`config.mk`:
```
export PLATFORM = sky130hd
export DESIGN_NAME = pcseq_top
export DESIGN_NICKNAME = d
export VERILOG_FILES = /design/src/rtl/pcseq_pkg.sv /design/src/rtl/pcseq_act_sel.sv /design/src/rtl/pcseq_ret_stack.sv /design/src/rtl/pcseq_pc_reg.sv /design/src/rtl/pcseq_top.sv
export SDC_FILE = /design/constraint.sdc
export NUM_CORES = 1
export LEC_CHECK = 0
export BUFFER_PORTS_ARGS = -buffer_cell sky130_fd_sc_hd__buf_4
export CELL_PAD_IN_SITES_DETAIL_PLACEMENT = 0
export CELL_PAD_IN_SITES_GLOBAL_PLACEMENT = 1
export CORE_MARGIN = 4
export CORE_UTILIZATION = 43
export CTS_CLUSTER_SIZE = 28
export DETAILED_ROUTE_END_ITERATION = 10
export GPL_TIMING_DRIVEN = 0
export PLACE_DENSITY = 0.88
export SLEW_MARGIN = 20
export SYNTH_ARGS = -nofsm -noshare
export SYNTH_HDL_FRONTEND = slang
export SYNTH_HIERARCHICAL = 1
export SYNTH_SLANG_ARGS = --single-unit
export TNS_END_PERCENT = 50
```
`constraint.sdc`:
```
create_clock -name clk -period 2.7 [get_ports clk]
set_input_delay 0.405 -clock clk [delete_from_list [all_inputs] [get_ports clk]]
set_output_delay 0.405 -clock clk [all_outputs]
set_load 0.03 [all_outputs]
```
`src/rtl/pcseq_pkg.sv`:
```
package pcseq_pkg;
    typedef enum logic [2:0] {
        ACT_HOLD,
        ACT_STEP,
        ACT_LOWWR,
        ACT_JUMP,
        ACT_RET,
        ACT_CALL,
        ACT_RESET
    } act_e;
endpackage

```
`src/rtl/pcseq_act_sel.sv`:
```
module pcseq_act_sel
    import pcseq_pkg::*;
(
    input  logic rst,
    input  logic step_en,
    input  logic jump_en,
    input  logic call_en,
    input  logic ret_en,
    input  logic lowwr_en,
    output act_e act
);
    // fixed precedence among simultaneous strobes
    always_comb begin
        if (rst)           act = ACT_RESET;
        else if (call_en)  act = ACT_CALL;
        else if (ret_en)   act = ACT_RET;
        else if (jump_en)  act = ACT_JUMP;
        else if (lowwr_en) act = ACT_LOWWR;
        else if (step_en)  act = ACT_STEP;
        else               act = ACT_HOLD;
    end
endmodule

```
`src/rtl/pcseq_ret_stack.sv`:
```
module pcseq_ret_stack #(
    parameter int W     = 9,
    parameter int DEPTH = 2
) (
    input  logic         clk,
    input  logic         rst,
    input  logic         clr,
    input  logic         push,
    input  logic         pop,
    input  logic [W-1:0] push_val,
    output logic [W-1:0] top_val
);
    localparam int LAST = DEPTH - 1;

    logic [W-1:0] lvl [DEPTH];

    always_ff @(posedge clk) begin
        for (int i = 0; i < DEPTH; i++) begin
            if (clr) begin
                lvl[i] <= '0;
            end else if (push) begin
                lvl[i] <= (i == 0) ? push_val : lvl[(i == 0) ? 0 : i - 1];
            end else if (pop) begin
                lvl[i] <= (i == LAST) ? lvl[i] : lvl[(i == LAST) ? i : i + 1];
            end
        end
    end

    assign top_val = lvl[0];


    push_shift_chk: assert property (@(posedge clk) disable iff (rst)
        push |=> lvl[0] == $past(push_val));

    pop_keep_bottom_chk: assert property (@(posedge clk) disable iff (rst)
        pop && !push |=> $stable(lvl[LAST]));

    push_drop_oldest_chk: assert property (@(posedge clk) disable iff (rst)
        push |=> lvl[1] == $past(lvl[0]));
endmodule

```
`src/rtl/pcseq_pc_reg.sv`:
```
module pcseq_pc_reg
    import pcseq_pkg::*;
#(
    parameter int PC_W  = 9,
    parameter int LOW_W = 8
) (
    input  logic             clk,
    input  logic             rst,
    input  act_e             act,
    input  logic [PC_W-1:0]  tgt_addr,
    input  logic [LOW_W-1:0] low_val,
    input  logic [PC_W-1:0]  ret_val,
    output logic [PC_W-1:0]  pc
);
    logic [PC_W-1:0] pc_nxt;

    always_comb begin
        unique case (act)
            ACT_RESET: pc_nxt = '1;
            ACT_CALL:  pc_nxt = PC_W'(tgt_addr[LOW_W-1:0]);
            ACT_RET:   pc_nxt = ret_val;
            ACT_JUMP:  pc_nxt = tgt_addr;
            ACT_LOWWR: pc_nxt = PC_W'(low_val);
            ACT_STEP:  pc_nxt = pc + 1'b1;
            default:   pc_nxt = pc;
        endcase
    end

    always_ff @(posedge clk) begin
        pc <= pc_nxt;
    end


    reset_load_chk: assert property (@(posedge clk)
        act == ACT_RESET |=> pc == '1);

    jump_load_chk: assert property (@(posedge clk) disable iff (rst)
        act == ACT_JUMP |=> pc == $past(tgt_addr));

    call_high_clear_chk: assert property (@(posedge clk) disable iff (rst)
        act == ACT_CALL |=> pc[PC_W-1] == 1'b0);

    lowwr_high_clear_chk: assert property (@(posedge clk) disable iff (rst)
        act == ACT_LOWWR |=> pc[PC_W-1] == 1'b0);

    ret_load_chk: assert property (@(posedge clk) disable iff (rst)
        act == ACT_RET |=> pc == $past(ret_val));

    hold_chk: assert property (@(posedge clk) disable iff (rst)
        act == ACT_HOLD |=> $stable(pc));
endmodule

```
`src/rtl/pcseq_top.sv`:
```
module pcseq_top
    import pcseq_pkg::*;
#(
    parameter int PC_W  = 9,
    parameter int LOW_W = 8,
    parameter int DEPTH = 2
) (
    input  logic             clk,
    input  logic             rst,
    input  logic             step_en,
    input  logic             jump_en,
    input  logic             call_en,
    input  logic             ret_en,
    input  logic             lowwr_en,
    input  logic [PC_W-1:0]  tgt_addr,
    input  logic [LOW_W-1:0] low_val,
    output logic [PC_W-1:0]  fetch_addr
);
    act_e            act;
    logic [PC_W-1:0] ret_val;
    logic [PC_W-1:0] link_addr;

    pcseq_act_sel u_sel (
        .rst      (rst),
        .step_en  (step_en),
        .jump_en  (jump_en),
        .call_en  (call_en),
        .ret_en   (ret_en),
        .lowwr_en (lowwr_en),
        .act      (act)
    );

    assign link_addr = fetch_addr + 1'b1;

    pcseq_ret_stack #(.W(PC_W), .DEPTH(DEPTH)) u_stack (
        .clk      (clk),
        .rst      (rst),
        .clr      (act == ACT_RESET),
        .push     (act == ACT_CALL),
        .pop      (act == ACT_RET),
        .push_val (link_addr),
        .top_val  (ret_val)
    );

    pcseq_pc_reg #(.PC_W(PC_W), .LOW_W(LOW_W)) u_pc (
        .clk      (clk),
        .rst      (rst),
        .act      (act),
        .tgt_addr (tgt_addr),
        .low_val  (low_val),
        .ret_val  (ret_val),
        .pc       (fetch_addr)
    );
endmodule

```
==> impl_metrics.sql <==
INSERT INTO impl_metrics (metric_group, metric, value, unit) VALUES
('status', 'run_status', 'complete, no violations', ''),
('synthesis', 'synth_sequential_area_ratio', '0.4973', ''),
('run', 'max_cap_violations', '0', ''),
('synthesis', 'synth_mux_area_frac', '0', ''),
('cts', 'h-tree-depth', '1', ''),
('setup_path', 'crit-reg2reg-capture', 'u_stack/lvl[0][8]$_DFFE_PP_', ''),
('setup_path', 'crit_path_buf_inv_count', '2', ''),
('place', 'final_hpwl_from_detailed_placement', '2805', 'um'),
('setup_path', 'regToRegStartpoint', 'u_pc/pc[0]$_DFFE_PP_', ''),
('die', 'die_h', '69.58', 'um'),
('place', 'gp_congestion', '0.8066', ''),
('synthesis', 'synthTopCellsByArea', 'sky130_fd_sc_hd__edfxtp_1 50%, sky130_fd_sc_hd__a32o_1 5.5%, sky130_fd_sc_hd__xnor2_1 4.8%', ''),
('cells_and_area', 'fin_util', '0.5396', ''),
('hold_path', 'min_to', 'u_pc/pc[0]$_DFFE_PP_', ''),
('cts', 'holdBufCountCts', '0', ''),
('hold_path', 'worst_hold_path.num_cells', '3', ''),
('die', 'start_util', '0.4453', ''),
('setup_path', 'critical_path_slowest_stage_cell', 'sky130_fd_sc_hd__o31ai_1', ''),
('synthesis', 'netlist_area', '1630', 'um^2'),
('grt', 'initial_antenna_violation_count', '0', ''),
('setup_path', 'rr_worst_depth', '5', ''),
('synthesis', 'synth_top_cell_area_share', '0.4973', ''),
('die', 'die_width', '69.58', 'um'),
('grt', 'first_global_vias', '1272', ''),
('timing', 'grt_setup_unrepaired', 'false', ''),
('drt', 'remaining_drc_errors', '0', ''),
('drt', 'drt_wl_total', '3679', 'um'),
('cells_and_area', 'diodes_inserted', '0', ''),
('place', 'io_buffers', '32', ''),
('timing', 'final_min_period_over_clock_period', '0.8906', ''),
('drt', 'routedWlPerCell', '16.35', 'um'),
('setup_path', 'worstPathRequired', '2.68', 'ns'),
('drt', 'dr.pass1.iters', '4', ''),
('timing', 'fin_skew', '0.001177', 'ns'),
('setup_path', 'type_of_the_worst_setup_path', 'primary input to flop', ''),
('synthesis', 'post_synth.cell_area_avg', '11.56', 'um^2'),
('synthesis', 'synthDistinctLibCells', '34', ''),
('cells_and_area', 'num-nets-final', '208', ''),
('cts', 'worst_skew_pair.late_latency', '0.27', 'ns'),
('synthesis', 'synth-edff-count', '27', ''),
('synthesis', 'yosys.area.top_type', 'sky130_fd_sc_hd__edfxtp_1', ''),
('cells_and_area', 'nFillCells', '328', ''),
('setup_path', 'sequence_of_cells_on_the_critical_path', 'buf_4 > o31ai_1 > inv_1 > ha_1 > a21o_1 > a222oi_1 > o211ai_1', ''),
('synthesis', 'post_synth_most_frequent_cells', '27 x sky130_fd_sc_hd__edfxtp_1, 9 x sky130_fd_sc_hd__a32o_1, 9 x sky130_fd_sc_hd__and2_1, 9 x sky130_fd_sc_hd__xnor2_1', ''),
('drt', 'drt-vias-per-instance', '5.684', ''),
('pwr', 'total_power', '1132', 'uW'),
('drt', 'drt_iter0_drc', '111', ''),
('cts', 'numCtsBuffers', '3', ''),
('cts', 'cts_buffer_depth', '2', ''),
('setup_path', 'r2r_slack', '0.92', 'ns'),
('pwr', 'total_leakage_power', '0.0007712', 'uW'),
('timing', 'timing_worst_slew_pin_value', '0.6387', 'ns'),
('cts', 'count_of_clock_tree_sinks', '27', ''),
('die', 'placeableCoreArea', '3661', 'um^2'),
('place', 'place_area', '1931', 'um^2'),
('drt', 'drtAntennaViolNets', '0', ''),
('synthesis', 'post_synthesis_compound_gate_area_fraction', '0.1650', ''),
('synthesis', 'ys.warnings.count', '6', ''),
('setup_path', 'worst-endpoint-arrival', '2.38', 'ns'),
('grt', 'global_route.overflow_total', '0', ''),
('cts', 'cell_at_the_root_of_the_clock_tree', 'sky130_fd_sc_hd__clkbuf_8', ''),
('cells_and_area', 'final_design_area_no_fill', '1976', 'um^2'),
('cells_and_area', 'ff_latch_area', '810.8', 'um^2'),
('grt', 'largest_net_degree_at_the_start_of_global_routing', '15', ''),
('timing', 'maxSlewHeadroom', '0.5706', ''),
('synthesis', 'most_used_standard_cell_by_instance_count_after_synthesis', 'sky130_fd_sc_hd__edfxtp_1', ''),
('hold_path', 'min_path_type', 'primary input to flop', ''),
('cts', 'number_of_gates_resized_after_cts', '0', ''),
('setup_path', 'timing.critical_path.max_delay_family', 'compound AO/OA/AOI/OAI gates', ''),
('synthesis', 'most_frequently_used_flop_master_after_synthesis', 'sky130_fd_sc_hd__edfxtp_1', ''),
('grt', 'grt.total_usage', '0.1499', '');
cell type report:
cell class                      count  share of cell area
Timing Repair Buffer               32              0.1216
Tap cell                           48             0.03040
Sequential cell                    27              0.4104
Clock buffer                        4             0.02280
Buffer                              5             0.01520
Multi-Input combinational cell    101              0.3844
Inverter                            8             0.01520
registers in the layout, indices dropped and copies added, names as in the netlist:
signal,cells
u_pc/pc,9
u_stack/lvl,18
power by group:
part / leakage [uW] / total (uW) / switching [uW] / internal, uW
Sequential: 0.000272 / 600 / 64.4 / 535
Clock: 0.0000228 / 224 / 118 / 106
Combinational: 0.000477 / 308 / 172 / 136
layout by cell type (no fill, tap or decap), types with 3 or more instances in the layout:
cell	netlist	final
sky130_fd_sc_hd__inv_1	8	8
sky130_fd_sc_hd__buf_2	3	3
sky130_fd_sc_hd__nor2_1	7	7
sky130_fd_sc_hd__o211ai_1	7	7
sky130_fd_sc_hd__and2_1	9	9
sky130_fd_sc_hd__buf_4	0	32
sky130_fd_sc_hd__a222oi_1	7	7
sky130_fd_sc_hd__a32o_1	9	9
sky130_fd_sc_hd__xor2_1	5	5
sky130_fd_sc_hd__clkbuf_8	0	3
sky130_fd_sc_hd__xnor2_1	9	9
sky130_fd_sc_hd__ha_1	6	6
sky130_fd_sc_hd__or3_1	3	3
sky130_fd_sc_hd__nand3_1	8	8
sky130_fd_sc_hd__nand2_1	8	8
sky130_fd_sc_hd__edfxtp_1	27	27
cell families after synthesis:
kind of cell,count (synthesis)
and+or+nand+nor,52
xor gates and xnor gates,14
DFF,27
adders and majority gates,6
buffers and inverters,13
AOI/OAI and AO/OA,29
through the flow:
step                setup WS (ns)  cells
CTS                        0.3229    225
global route               0.1533    225
floorplan                  0.4235    141
global placement          0.09596    221
finish                     0.2953    225
detailed placement        0.03131    221
how the worst max path moves through the flow:
| stage | from | end | slack [ns] | cells after the start |
|---|---|---|---|---|
| after floorplan | lowwr_en | u_pc/pc[0]$_DFFE_PP_ | 0.42 | 7 |
| after CTS | ret_en | u_pc/pc[4]$_DFFE_PP_ | 0.32 | 7 |
| after global placement | ret_en | u_pc/pc[5]$_DFFE_PP_ | 0.1 | 7 |
| after detailed placement | ret_en | u_pc/pc[4]$_DFFE_PP_ | 0.03 | 7 |
| final | ret_en | u_pc/pc[4]$_DFFE_PP_ | 0.30 | 7 |
| after global routing | ret_en | u_pc/pc[5]$_DFFE_PP_ | 0.15 | 7 |
worst reg2reg max path, stage by stage, from the launching register on:
cell and delay, ns:
sky130_fd_sc_hd__edfxtp_1 0.54, sky130_fd_sc_hd__ha_1 0.27, sky130_fd_sc_hd__and4_1 0.23, sky130_fd_sc_hd__nand4_1 0.12
sky130_fd_sc_hd__xnor2_1 0.16, sky130_fd_sc_hd__a32o_1 0.23
per-layer routing:
metal / vias to the layer above / wire length, um / part of all wire / track usage
li1: 621 / - / - / -
met1: 609 / 1562 / 0.42 / 0.1837
met2: 43 / 1852 / 0.50 / 0.2648
met3: 6 / 225 / 0.061 / 0.03043
met4: 0 / 38 / 0.010 / 0.04338
met5: - / 0 / 0 / 0
Power figures use the tool's default switching activity.
